$ cat config.mk
export PLATFORM = sky130hd
export DESIGN_NAME = alu8_core
export DESIGN_NICKNAME = d
export VERILOG_FILES = /design/src/rtl/alu8_pkg.sv /design/src/rtl/alu8_addsub.sv /design/src/rtl/alu8_logic.sv /design/src/rtl/alu8_modify.sv /design/src/rtl/alu8_core.sv
export SDC_FILE = /design/constraint.sdc
export NUM_CORES = 1
export LEC_CHECK = 0
export BUFFER_PORTS_ARGS = -buffer_cell sky130_fd_sc_hd__buf_4
export CORE_MARGIN = 10
export CORE_UTILIZATION = 56
export DETAILED_ROUTE_END_ITERATION = 8
export MAX_ROUTING_LAYER = met4
export PLACE_DENSITY = 0.85
export SKIP_LAST_GASP = 1
export SLEW_MARGIN = 20
export SYNTH_ARGS = -nofsm -noshare
export SYNTH_HDL_FRONTEND = slang
export SYNTH_SLANG_ARGS = --single-unit
$ cat constraint.sdc
create_clock -name vclk -period 7.1
set_input_delay 0.71 -clock vclk [all_inputs]
set_output_delay 0.71 -clock vclk [all_outputs]
set_load 0.02 [all_outputs]
$ cat src/rtl/alu8_pkg.sv
package alu8_pkg;

    localparam int ALU_DW  = 8;
    localparam int OP_W    = 4;
    localparam int DST_W   = 2;
    localparam int STAT_W  = 8;

    localparam int ST_C = 0;
    localparam int ST_Z = 1;
    localparam int ST_V = 6;
    localparam int ST_N = 7;

    typedef logic [ALU_DW-1:0] word_t;

    typedef enum logic [OP_W-1:0] {
        OP_ADDC    = 4'd0,
        OP_SUBB    = 4'd1,
        OP_CMPA    = 4'd2,
        OP_CMPX    = 4'd3,
        OP_CMPY    = 4'd4,
        OP_AND     = 4'd5,
        OP_XOR     = 4'd6,
        OP_OR      = 4'd7,
        OP_TEST    = 4'd8,
        OP_SHL     = 4'd9,
        OP_SHR     = 4'd10,
        OP_RTL     = 4'd11,
        OP_RTR     = 4'd12,
        OP_INCR    = 4'd13,
        OP_DECR    = 4'd14,
        OP_ANDXSUB = 4'd15
    } alu_op_e;

    typedef enum logic [DST_W-1:0] {
        DST_NONE = 2'd0,
        DST_A    = 2'd1,
        DST_X    = 2'd2,
        DST_MEM  = 2'd3
    } alu_dst_e;

    typedef enum logic [1:0] {
        SRC_ADD   = 2'd0,
        SRC_LOGIC = 2'd1,
        SRC_SHIFT = 2'd2
    } res_src_e;

    // How one operation routes its result and which flags it owns.
    typedef struct packed {
        res_src_e src;
        alu_dst_e dst;
        logic     upd_c;
        logic     upd_v;
        logic     nv_opnd;
    } op_rule_t;

    typedef struct packed {
        logic n;
        logic v;
        logic z;
        logic c;
    } flags_t;

    function automatic op_rule_t rule_of(alu_op_e op);
        op_rule_t r;
        r = '{src: SRC_ADD, dst: DST_NONE, upd_c: 1'b0, upd_v: 1'b0, nv_opnd: 1'b0};
        unique case (op)
            OP_ADDC, OP_SUBB: begin
                r.src = SRC_ADD; r.dst = DST_A; r.upd_c = 1'b1; r.upd_v = 1'b1;
            end
            OP_CMPA, OP_CMPX, OP_CMPY: begin
                r.src = SRC_ADD; r.dst = DST_NONE; r.upd_c = 1'b1;
            end
            OP_ANDXSUB: begin
                r.src = SRC_ADD; r.dst = DST_X; r.upd_c = 1'b1;
            end
            OP_AND, OP_XOR, OP_OR: begin
                r.src = SRC_LOGIC; r.dst = DST_A;
            end
            OP_TEST: begin
                r.src = SRC_LOGIC; r.dst = DST_NONE; r.nv_opnd = 1'b1;
            end
            OP_SHL, OP_SHR, OP_RTL, OP_RTR: begin
                r.src = SRC_SHIFT; r.dst = DST_MEM; r.upd_c = 1'b1;
            end
            OP_INCR, OP_DECR: begin
                r.src = SRC_SHIFT; r.dst = DST_MEM;
            end
            default: ;
        endcase
        return r;
    endfunction

    function automatic flags_t flags_from(logic [STAT_W-1:0] s);
        flags_t f;
        f.c = s[ST_C];
        f.z = s[ST_Z];
        f.v = s[ST_V];
        f.n = s[ST_N];
        return f;
    endfunction

    function automatic logic [STAT_W-1:0] flags_into(logic [STAT_W-1:0] s, flags_t f);
        logic [STAT_W-1:0] o;
        o       = s;
        o[ST_C] = f.c;
        o[ST_Z] = f.z;
        o[ST_V] = f.v;
        o[ST_N] = f.n;
        return o;
    endfunction

endpackage

$ cat src/rtl/alu8_addsub.sv
module alu8_addsub #(
    parameter int DW = 8
) (
    input  logic [DW-1:0] lhs_i,
    input  logic [DW-1:0] rhs_i,
    input  logic          cin_i,
    output logic [DW-1:0] sum_o,
    output logic          cout_o,
    output logic          ovf_o
);
    // Ripple chain; carry[k] is the carry into bit k.
    logic [DW:0] carry;
    assign carry[0] = cin_i;

    for (genvar k = 0; k < DW; k++) begin : g_bit
        assign sum_o[k]   = lhs_i[k] ^ rhs_i[k] ^ carry[k];
        assign carry[k+1] = (lhs_i[k] & rhs_i[k]) | (carry[k] & (lhs_i[k] ^ rhs_i[k]));
    end

    assign cout_o = carry[DW];
    // Signed overflow: carry into the sign bit differs from carry out of it.
    assign ovf_o  = carry[DW] ^ carry[DW-1];
endmodule

$ cat src/rtl/alu8_logic.sv
module alu8_logic
    import alu8_pkg::*;
(
    input  alu_op_e op_i,
    input  word_t   a_i,
    input  word_t   m_i,
    output word_t   res_o
);
    always_comb begin
        unique case (op_i)
            OP_XOR:  res_o = a_i ^ m_i;
            OP_OR:   res_o = a_i | m_i;
            default: res_o = a_i & m_i;
        endcase
    end
endmodule

$ cat src/rtl/alu8_modify.sv
module alu8_modify
    import alu8_pkg::*;
(
    input  alu_op_e op_i,
    input  word_t   m_i,
    input  logic    cin_i,
    output word_t   res_o,
    output logic    cout_o
);
    localparam int MSB = ALU_DW - 1;

    always_comb begin
        res_o  = m_i;
        cout_o = cin_i;
        unique case (op_i)
            OP_SHL: begin res_o = {m_i[MSB-1:0], 1'b0};  cout_o = m_i[MSB]; end
            OP_SHR: begin res_o = {1'b0, m_i[MSB:1]};    cout_o = m_i[0];   end
            OP_RTL: begin res_o = {m_i[MSB-1:0], cin_i}; cout_o = m_i[MSB]; end
            OP_RTR: begin res_o = {cin_i, m_i[MSB:1]};   cout_o = m_i[0];   end
            OP_INCR: res_o = m_i + word_t'(1);
            OP_DECR: res_o = m_i - word_t'(1);
            default: ;
        endcase
    end
endmodule

$ cat src/rtl/alu8_core.sv
module alu8_core
    import alu8_pkg::*;
(
    input  logic [OP_W-1:0]   op_i,
    input  logic [ALU_DW-1:0] a_i,
    input  logic [ALU_DW-1:0] x_i,
    input  logic [ALU_DW-1:0] y_i,
    input  logic [ALU_DW-1:0] opnd_i,
    input  logic [STAT_W-1:0] stat_i,
    output logic [ALU_DW-1:0] res_o,
    output logic [DST_W-1:0]  dst_o,
    output logic [STAT_W-1:0] stat_o
);
    localparam int MSB = ALU_DW - 1;

    alu_op_e  op;
    op_rule_t rule;
    flags_t   f_in, f_out;

    assign op   = alu_op_e'(op_i);
    assign rule = rule_of(op);
    assign f_in = flags_from(stat_i);

    // Adder operand steering: subtraction forms lhs + ~rhs + carry.
    word_t add_l, add_r, add_s;
    logic  add_ci, add_co, add_ov;

    always_comb begin
        add_l  = a_i;
        add_r  = ~opnd_i;
        add_ci = 1'b1;
        unique case (op)
            OP_ADDC:    begin add_r = opnd_i; add_ci = f_in.c; end
            OP_SUBB:    add_ci = f_in.c;
            OP_CMPX:    add_l = x_i;
            OP_CMPY:    add_l = y_i;
            OP_ANDXSUB: add_l = a_i & x_i;
            default: ;
        endcase
    end

    alu8_addsub #(.DW(ALU_DW)) u_add (
        .lhs_i  (add_l),
        .rhs_i  (add_r),
        .cin_i  (add_ci),
        .sum_o  (add_s),
        .cout_o (add_co),
        .ovf_o  (add_ov)
    );

    word_t lg_res;
    alu8_logic u_logic (
        .op_i  (op),
        .a_i   (a_i),
        .m_i   (opnd_i),
        .res_o (lg_res)
    );

    word_t md_res;
    logic  md_co;
    alu8_modify u_mod (
        .op_i   (op),
        .m_i    (opnd_i),
        .cin_i  (f_in.c),
        .res_o  (md_res),
        .cout_o (md_co)
    );

    word_t res;
    always_comb begin
        unique case (rule.src)
            SRC_LOGIC: res = lg_res;
            SRC_SHIFT: res = md_res;
            default:   res = add_s;
        endcase
    end

    always_comb begin
        f_out   = f_in;
        f_out.z = (res == '0);
        f_out.n = res[MSB];
        if (rule.upd_c)
            f_out.c = (rule.src == SRC_SHIFT) ? md_co : add_co;
        if (rule.upd_v)
            f_out.v = add_ov;
        if (rule.nv_opnd) begin
            f_out.n = opnd_i[MSB];
            f_out.v = opnd_i[MSB-1];
        end
    end

    assign res_o  = res;
    assign dst_o  = rule.dst;
    assign stat_o = flags_into(stat_i, f_out);
endmodule

== Yosys cells after proc, flatten, opt, wreduce, memory -nomap -nowiden ==
Cells that the tools add are included.

* Add/subtract/negate cells: 2
* Equality and inequality tests: 17
* Mux-type cells: 15
* Bitwise operators: 46
* Reductions and logical operators: 9

{| class="wikitable"
|+ Operator list
! kind !! number
|-
| 8-bit case mux with 6 select lines || 1
|-
| 4-bit equality test (second input constant) || 8
|-
| 8-bit case mux with 2 select lines || 2
|-
| 4-bit case mux with 6 select lines || 1
|-
| 8-bit case mux with 3 select lines || 1
|-
| 1-bit XOR || 17
|-
| 1-bit AND || 16
|-
| 8-bit AND || 2
|-
| 4-bit by 3-bit equality test with 1-bit output (second input constant) || 4
|-
| 10-bit OR reduction || 1
|-
| 8-bit by 1-bit adder with 8-bit output (second input constant) || 1
|-
| 4-bit by 2-bit equality test with 1-bit output (second input constant) || 2
|-
| 8-bit logical NOT || 1
|-
| 8-bit two-way mux || 1
|-
| 8-bit NOT || 1
|-
| 1-bit OR || 8
|-
| 8-bit OR || 1
|-
| 8-bit by 1-bit subtractor with 8-bit output (second input constant) || 1
|-
| 8-bit XOR || 1
|-
| 1-bit two-way mux || 7
|-
| 2-bit OR reduction || 3
|-
| 3-bit OR reduction || 2
|-
| 6-bit OR reduction || 1
|-
| 4-bit by 1-bit equality test with 1-bit output (second input constant) || 1
|-
| other kinds (5) || 5
|}

* Register bits: 0
* Output and inout bits: 18

== Depth between registers and ports, before layout ==
Gate-level depths: netlist (run 1).

* Word-level depth: 22
* Depth in mapped cells: 26

== By module ==
Synthesis (run 1) repeated with hierarchy kept, for this count alone.

* Cells, all modules: 303
* Area total of the unflattened synthesis: 2154.6 µm²

{| class="wikitable"
|+ Modules (own cells, without submodules)
! module !! instances !! cells each !! area an instance (µm²) !! sequential area each (µm²)
|-
| alu8_core || 1 || 114 || 767.0 || 0.0
|-
| alu8_modify || 1 || 103 || 711.9 || 0.0
|-
| alu8_logic || 1 || 67 || 469.2 || 0.0
|-
| alu8_addsub || 1 || 19 || 206.4 || 0.0
|}

== Worst setup path after synthesis (run 1) ==
No wires, ideal clock.

* Path type: input to output
* Start: input op_i[0]
* End: output stat_o[1]
* Arrival time: 6018 ps
* Required time: 6390 ps
* Setup slack: 372 ps
* Cell stages on the path: 26
* Path buffers: 4
* Cells stage by stage: buf_6 buf_2 buf_2 buf_2 nand2_1 nor3_1 nor2_1 a21oi_1 a21oi_1 fa_1 inv_1 fa_1 inv_1 fa_1 fa_1 fa_1 inv_1 fa_1 inv_1 fa_1 inv_1 fa_1 nand2_1 o221ai_1 a311o_1 nor3_2

* Word-level cells in the longest chain between the ends: 20
* Elaborated cells on any way between the ends: 67
* Classes of those cells: eq/ne: 17; mux: 7; bitwise: 37; reduce/logical: 6

{| class="wikitable"
|+ Ends and longest elaborated chain
! what !! line !! RTL
|-
| start: declaration || alu8_core.sv:4 || <nowiki>input logic [OP_W-1:0] op_i,</nowiki>
|-
| 4-bit equality test, or another cell as far along || alu8_pkg.sv:66, alu8_core.sv:32 ||
|-
| 8-bit case mux with 3 select lines, or another cell as far along || alu8_core.sv:32 || <nowiki>unique case (op)</nowiki>
|-
| 1-bit XOR / 1-bit two-way mux (equally long branches) || alu8_addsub.sv:17, alu8_core.sv:32 ||
|-
| 1-bit AND || alu8_addsub.sv:17 || <nowiki>assign carry[k+1] = (lhs_i[k] & rhs_i[k]) | (carry[k] & (lhs_i[k] ^ rhs_i[k]));</nowiki>
|-
| 1-bit OR || alu8_addsub.sv:17 ||
|-
| 1-bit AND || alu8_addsub.sv:17 ||
|-
| 1-bit OR || alu8_addsub.sv:17 ||
|-
| 1-bit AND || alu8_addsub.sv:17 ||
|-
| [5 not listed] || - ||
|-
| 1-bit AND || alu8_addsub.sv:17 ||
|-
| 1-bit OR || alu8_addsub.sv:17 ||
|-
| 1-bit AND || alu8_addsub.sv:17 ||
|-
| 1-bit OR || alu8_addsub.sv:17 ||
|-
| 1-bit XOR || alu8_addsub.sv:16 || <nowiki>assign sum_o[k] = lhs_i[k] ^ rhs_i[k] ^ carry[k];</nowiki>
|-
| 8-bit case mux with 2 select lines * || alu8_core.sv:71 || <nowiki>unique case (rule.src)</nowiki>
|-
| named net res_o[7] || alu8_core.sv:10 || <nowiki>output logic [ALU_DW-1:0] res_o,</nowiki>
|-
| 8-bit logical NOT * || alu8_core.sv:80 || <nowiki>f_out.z = (res == '0);</nowiki>
|-
| end: declaration || alu8_core.sv:12 || <nowiki>output logic [STAT_W-1:0] stat_o</nowiki>
|}

Mark *: on every way through the listed nets, which the timed path passes. The rest lies on a longest branch.

== Worst setup path in the final report (run 1) ==
* Start: input op_i[0]
* End: output stat_o[7]

* Word-level cells in the longest chain between the ends: 20
* Elaborated cells on any way between the ends: 61
* Classes of those cells: eq/ne: 17; mux: 9; bitwise: 30; reduce/logical: 5

{| class="wikitable"
|+ Ends and longest elaborated chain
! what !! line !! RTL
|-
| 4-bit equality test, or another cell as far along || alu8_pkg.sv:66, alu8_core.sv:32 ||
|-
| 8-bit case mux with 3 select lines, or another cell as far along || alu8_core.sv:32 ||
|-
| 1-bit XOR / 1-bit two-way mux (equally long branches) || alu8_addsub.sv:17, alu8_core.sv:32 ||
|-
| 1-bit AND || alu8_addsub.sv:17 ||
|-
| 1-bit OR || alu8_addsub.sv:17 ||
|-
| 1-bit AND || alu8_addsub.sv:17 ||
|-
| 1-bit OR || alu8_addsub.sv:17 ||
|-
| 1-bit AND || alu8_addsub.sv:17 ||
|-
| [4 not listed] || - ||
|-
| 1-bit OR || alu8_addsub.sv:17 ||
|-
| 1-bit AND || alu8_addsub.sv:17 ||
|-
| 1-bit OR || alu8_addsub.sv:17 ||
|-
| 1-bit AND || alu8_addsub.sv:17 ||
|-
| 1-bit OR || alu8_addsub.sv:17 ||
|-
| 1-bit XOR || alu8_addsub.sv:16 ||
|-
| 8-bit case mux with 2 select lines || alu8_core.sv:71 ||
|-
| 2-bit two-way mux * || alu8_core.sv:86 || <nowiki>if (rule.nv_opnd) begin</nowiki>
|}

Mark *: on every way between the ends. The rest lies on a longest branch, timed or not.

==> out/metrics.cfg, run 1 <==
[status]
status = finished, final reports clean

[setup_path]
critPathLaunch = op_i[0]
critPathRequiredTime_ps = 6390
crit_slowest_cell = nor2_1
cp_common_cell = fa_1
crit_chain = buf_4 > nor2_2 > nand2_1 > nor2_1 > a21oi_1 > fa_1 > inv_1 > fa_1 > inv_1 > fa_1 > fa_1 > fa_1 > inv_1 > fa_1 > inv_1 > fa_1 > inv_1 > fa_1 > nand2_1 > o221ai_1 > a311o_1 > mux2_2 > buf_4
crit_arrival_ps = 5890
endpoint_kind = output port
crit_family = adder cells
slowest_delay_ps = 490
crit_fanout = 22
critPathBufInv = 7
crit_type = in2out
start_kind = input port

[pwr]
leakage_nw = 1.113
p_per_area_nw_per_um2 = 93.30
peakVddDrop_mv = 0.07357
power_mw = 0.2323

[placement]
gp_congestion = 1.015
portBuffers = 52
dpl_cell_area_um2 = 2490
dp_hpwl_mm = 5.639

[global_routing]
grt_usage = 0.2143
grt_pass1_wl_mm = 11.53
grt_pass1_vias = 2405
antenna_found_initial = 0
overflow = 0
grt_max_degree = 31

[drt]
num_vias = 2528
routedWlPerCell_um = 18.42
drt-initial-drc-count = 336
ant_nets = 0
routed_wl_mm = 7.165
dr.pass1.iters = 5
vias_per_cell = 6.499
drc = 0

[die]
initial_core_util = 0.5796
core_um2 = 3661
rows = 22
die_h_um = 81.56
dieArea_um2 = 6651
die_x_um = 81.56
ios = 62

[synth]
syn_nets = 380
synth_warnings = 0
yosys.area.top_type = ha_1
synth_area_leaders = ha_1, fa_1, a21oi_1
yosysTopAreaCellShare = 0.1415
syn_inst = 303
synthesis.area_per_instance_um2 = 7.003
yosysSeqAreaShare = 0
ys_types = 69
syn-cell-area_um2 = 2122

[sta]
period_needed_ps = 6602
fin_setup_tns_ps = 0
setup_viol = 0
hold_violations = 0
worst_pin_slew_ps = 610.4
relSlewSlack = 0.5916
drv_slew = 0
period_share = 0.9298
hold_ws_ps = 1420
fmax_mhz = 151.5
rsz0062_at_grt = no

[worst_hold_path]
hp-start = stat_i[2]
holdCritPathClass = in2out

[final_layout]
design.seq.count = 0
multiInputGateArea_um2 = 1878
final_common_cell = buf_4
fin_nets = 420
layout_common_cells = buf_4, a21oi_1, nand2_1, nor2_1, inv_1
num_antenna_cells = 0
register_area_um2 = 0
layout-drive-gt1-share = 0.2229
area_growth_pct = 17.34
n_clock_buffer = 0
fillCellCount = 350
final_area_um2 = 2490

[clock_tree]
post-cts-setup-buffer-count = 0
cts_hold_buffers = 0
ctsResizeCount = 0

[flow_run]
maxCapViolCount = 0

[layout make-up]
cell class / instances / area share
repair buffers: 60 / 0.1809
well taps: 48 / 0.02412
inverters: 27 / 0.04070
multi-input cells: 254 / 0.7543
[path summary, 6_finish.rpt]
kind	slack [ps]	cells after the start	end
min	1420	0	stat_o[2]
max	500	23	stat_o[7]
[where the power goes]
| group | leakage [nW] | internal, mW | switching (mW) | total, mW |
|---|---|---|---|---|
| registers | 0 | 0 | 0 | 0 |
| logic | 1.11 | 0.0977 | 0.135 | 0.232 |
| clock network | 0 | 0 | 0 | 0 |
[per-layer routing]
layer  share of wire  GRT usage  vias up
met1            0.42     0.2752     1175
met5               0          -        -
met2            0.48     0.3515      151
met4           0.018    0.04671        0
li1                -          -     1190
met3           0.088    0.02402       12
[cells in the mapped netlist (5+ instances only)]
library cell	count
a21oi_1	29
nand2_1	27
nor2_1	27
inv_1	26
ha_1	24
o21ai_0	16
xnor2_1	12
buf_2	9
fa_1	9
nand3_1	7
nand4_1	7
a211oi_1	6
buf_4	5
nor3_1	5
[stage by stage]
step | util | worst slack (ps) | std cells
after floorplan | - | 372.2 | 303
after global placement | 0.6801 | 614.3 | 389
after detailed placement | 0.6801 | 596.8 | 389
after CTS | 0.6801 | 555.7 | 389
after global routing | 0.6801 | 241.2 | 389
final | 0.6801 | 498.3 | 389
[cells by family after synthesis]
| family | after synthesis | share of synthesized area |
|---|---|---|
| buf+inv | 49 | 0.1150 |
| xor+xnor | 14 | 0.05778 |
| simple gates | 99 | 0.2417 |
| fa+ha+maj | 33 | 0.2264 |
| compound gates | 105 | 0.3443 |
| mux | 3 | 0.01474 |
Note: power is estimated with default switching activity, not from simulation.
==> inputs of run 2 (changes only) <==
--- a/config.mk
+++ b/config.mk
@@ -10,9 +10,10 @@
 export CORE_UTILIZATION = 56
 export DETAILED_ROUTE_END_ITERATION = 8
 export MAX_ROUTING_LAYER = met4
-export PLACE_DENSITY = 0.85
+export PLACE_DENSITY = 0.88
 export SKIP_LAST_GASP = 1
 export SLEW_MARGIN = 20
 export SYNTH_ARGS = -nofsm -noshare
 export SYNTH_HDL_FRONTEND = slang
+export SYNTH_HIERARCHICAL = 1
 export SYNTH_SLANG_ARGS = --single-unit
==> constraint.sdc (replaced) <==
create_clock -name vclk -period 7.1
set_input_delay 0.71 -clock vclk [all_inputs]
set_output_delay 0.71 -clock vclk [all_outputs]
set_load 0.05 [all_outputs]
==> out/metrics.cfg, run 2 <==
[status]
status = finished, final reports clean

[pwr]
pwr-share-clk = 0  ; unchanged
p_per_area_nw_per_um2 = 102.5  ; +9.8%
internal_power_mw = 0.09268  ; -5.2%
swShare = 0.6350  ; +0.05574
peakVddDrop_mv = 0.06921  ; -5.9%
combPwrFrac = 1.000  ; about the same
p_switching_mw = 0.1613  ; +20%
leakage_nw = 1.217  ; +9.4%
power_mw = 0.2540  ; +9.3%
pwr-share-seq = 0  ; unchanged

[synth]
syn_nets = 377  ; -0.79%
synth_warnings = 6  ; +6
yosysMostFrequentCell = inv_1
synthesis.area_per_instance_um2 = 7.111  ; +1.5%
yosysSeqAreaShare = 0  ; unchanged
ys_types = 49  ; -29%
synthTopCellsByCount = inv_1, nand2_1, o21ai_0
yosysTopAreaCellShare = 0.1278  ; -0.01375
synth_area_leaders = ha_1, inv_1, fa_1
yosys.area.top_type = ha_1
syn_inst = 303  ; unchanged
syn-cell-area_um2 = 2155  ; +1.5%

[setup_path]
crit_family = adder cells
critPathLaunch = op_i[0]
crit_chain = buf_4 > nor4bb_2 > nor3_4 > a21oi_1 > o21ai_0 > fa_1 > inv_1 > fa_1 > inv_1 > fa_1 > fa_1 > fa_1 > fa_1 > fa_1 > inv_1 > fa_1 > inv_1 > nand2_1 > o21ai_0 > or4_1 > nor2_1 > buf_4
worst-path-stages = 22  ; -4.3%
critPathBufInv = 6  ; -1
slowest_delay_ps = 510  ; +20 ps
start_kind = input port
crit_slowest_cell = nor4bb_2
cp_common_cell = fa_1
crit_type = in2out
crit_fanout = 20  ; -9.1%
endpoint_kind = output port
crit_arrival_ps = 5840  ; -50 ps
critPathRequiredTime_ps = 6390  ; about the same

[drt]
drc = 0  ; unchanged
vias_per_cell = 5.909  ; -9.1%
dr.pass1.iters = 6  ; +1
ant_nets = 0  ; unchanged
routedWlPerCell_um = 14.90  ; -19%
num_vias = 2263  ; -10%
drt-initial-drc-count = 161  ; -52%
routed_wl_mm = 5.706  ; -20%

[placement]
gp_congestion = 0.9636  ; -5.1%
portBuffers = 52  ; unchanged
dp_hpwl_mm = 4.595  ; -19%

[sta]
rsz0062_at_grt = no
hold_violations = 0  ; unchanged
hold_ws_ps = 1420  ; +0.01000 ps
period_needed_ps = 6554  ; -47.30 ps
fmax_mhz = 152.6  ; +0.72%
fin_setup_tns_ps = 0  ; unchanged
setup_viol = 0  ; unchanged
relSlewSlack = 0.6482  ; +0.05664
worst_pin_slew_ps = 522.2  ; -88.22 ps
period_share = 0.9232  ; -0.006661
drv_slew = 0  ; unchanged

[die]
initial_core_util = 0.5841  ; +0.004494
ios = 62  ; unchanged
core_um2 = 3689  ; +0.75%
die_x_um = 82.03  ; +0.58%
dieArea_um2 = 6728  ; +1.2%
rows = 22  ; unchanged
die_h_um = 82.03  ; +0.58%

[clock_tree]
cts_hold_buffers = 0  ; unchanged
post-cts-setup-buffer-count = 0  ; unchanged
ctsResizeCount = 0  ; unchanged

[global_routing]
overflow = 0  ; unchanged
grt_pass1_wl_mm = 9.370  ; -19%
grt_max_degree = 30  ; -3.2%
antenna_found_initial = 0  ; unchanged
grt_pass1_vias = 2085  ; -13%
grt_usage = 0.1681  ; -0.04616

[final_layout]
area_growth_pct = 15.04
design.seq.count = 0  ; unchanged
final_common_cell = buf_4
fin_nets = 411  ; -2.1%
layout_common_cells = buf_4, inv_1, nand2_1
n_clock_buffer = 0  ; unchanged
num_antenna_cells = 0  ; unchanged
multiInputGateArea_um2 = 1826  ; -2.8%
layout-drive-gt1-share = 0.2299  ; +0.006977
register_area_um2 = 0  ; unchanged
fillCellCount = 326  ; -6.9%

[flow_run]
maxCapViolCount = 0  ; unchanged

[worst_hold_path]
hp-start = stat_i[4]
holdCritPathClass = in2out
hold_path_depth = 0  ; unchanged

==> run 2: cell types whose count changed after synthesis, moves of 6 or more <==
cell and change:
nand4_1 -6, o21ai_2 +6, a22oi_1 +16, o21ai_0 +12, nor2_1 -18, nand2_1 +6
a21oi_1 -13, inv_1 +18
==> run 2: through the flow <==
stage,cell area (um^2),std cells,utilization,setup WS (ps)
floorplan,2155,303,-,159.2
global placement,2479,383,0.6720,687.4
detailed placement,2479,383,0.6720,636.6
CTS,2479,383,0.6720,632.8
global route,2479,383,0.6720,249.0
finish,2479,383,0.6720,545.6
==> run 2: cell type report <==
type | count | area share
Inverter | 44 | 0.06663
Timing Repair Buffer | 57 | 0.1726
Multi-Input combinational cell | 234 | 0.7365
Tap cell | 48 | 0.02423
==> run 2: path summary, 6_finish.rpt <==
check,to
hold / removal,stat_o[4]
setup / recovery,stat_o[1]
==> run 2: cells by family (layout without fill, tap and decap cells) <==
logic type / after synthesis / in the layout / share of synthesized area
simple gates: 81 / 81 / 0.2398
buf+inv: 69 / 101 / 0.1527
mux: 9 / 9 / 0.04297
xor+xnor: 18 / 18 / 0.07317
compound gates: 96 / 96 / 0.2892
fa+ha+maj: 30 / 30 / 0.2021
==> run 2: power by group through the flow <==
stage                     sequential (mW)  combinational [mW]  clock, mW
after floorplan                         0               0.185          0
after global placement                  0               0.249          0
after detailed placement                0               0.253          0
after CTS                               0               0.254          0
after global routing                    0               0.275          0
final                                   0               0.254          0
==> run 2: per-layer routing <==
metal  GRT usage  wire length, um  vias up
met5           -                0        -
met4     0.02551               74        0
met3    0.005459              254        5
met2      0.2915             2911       76
met1      0.2151             2466     1048
li1            -                -     1134
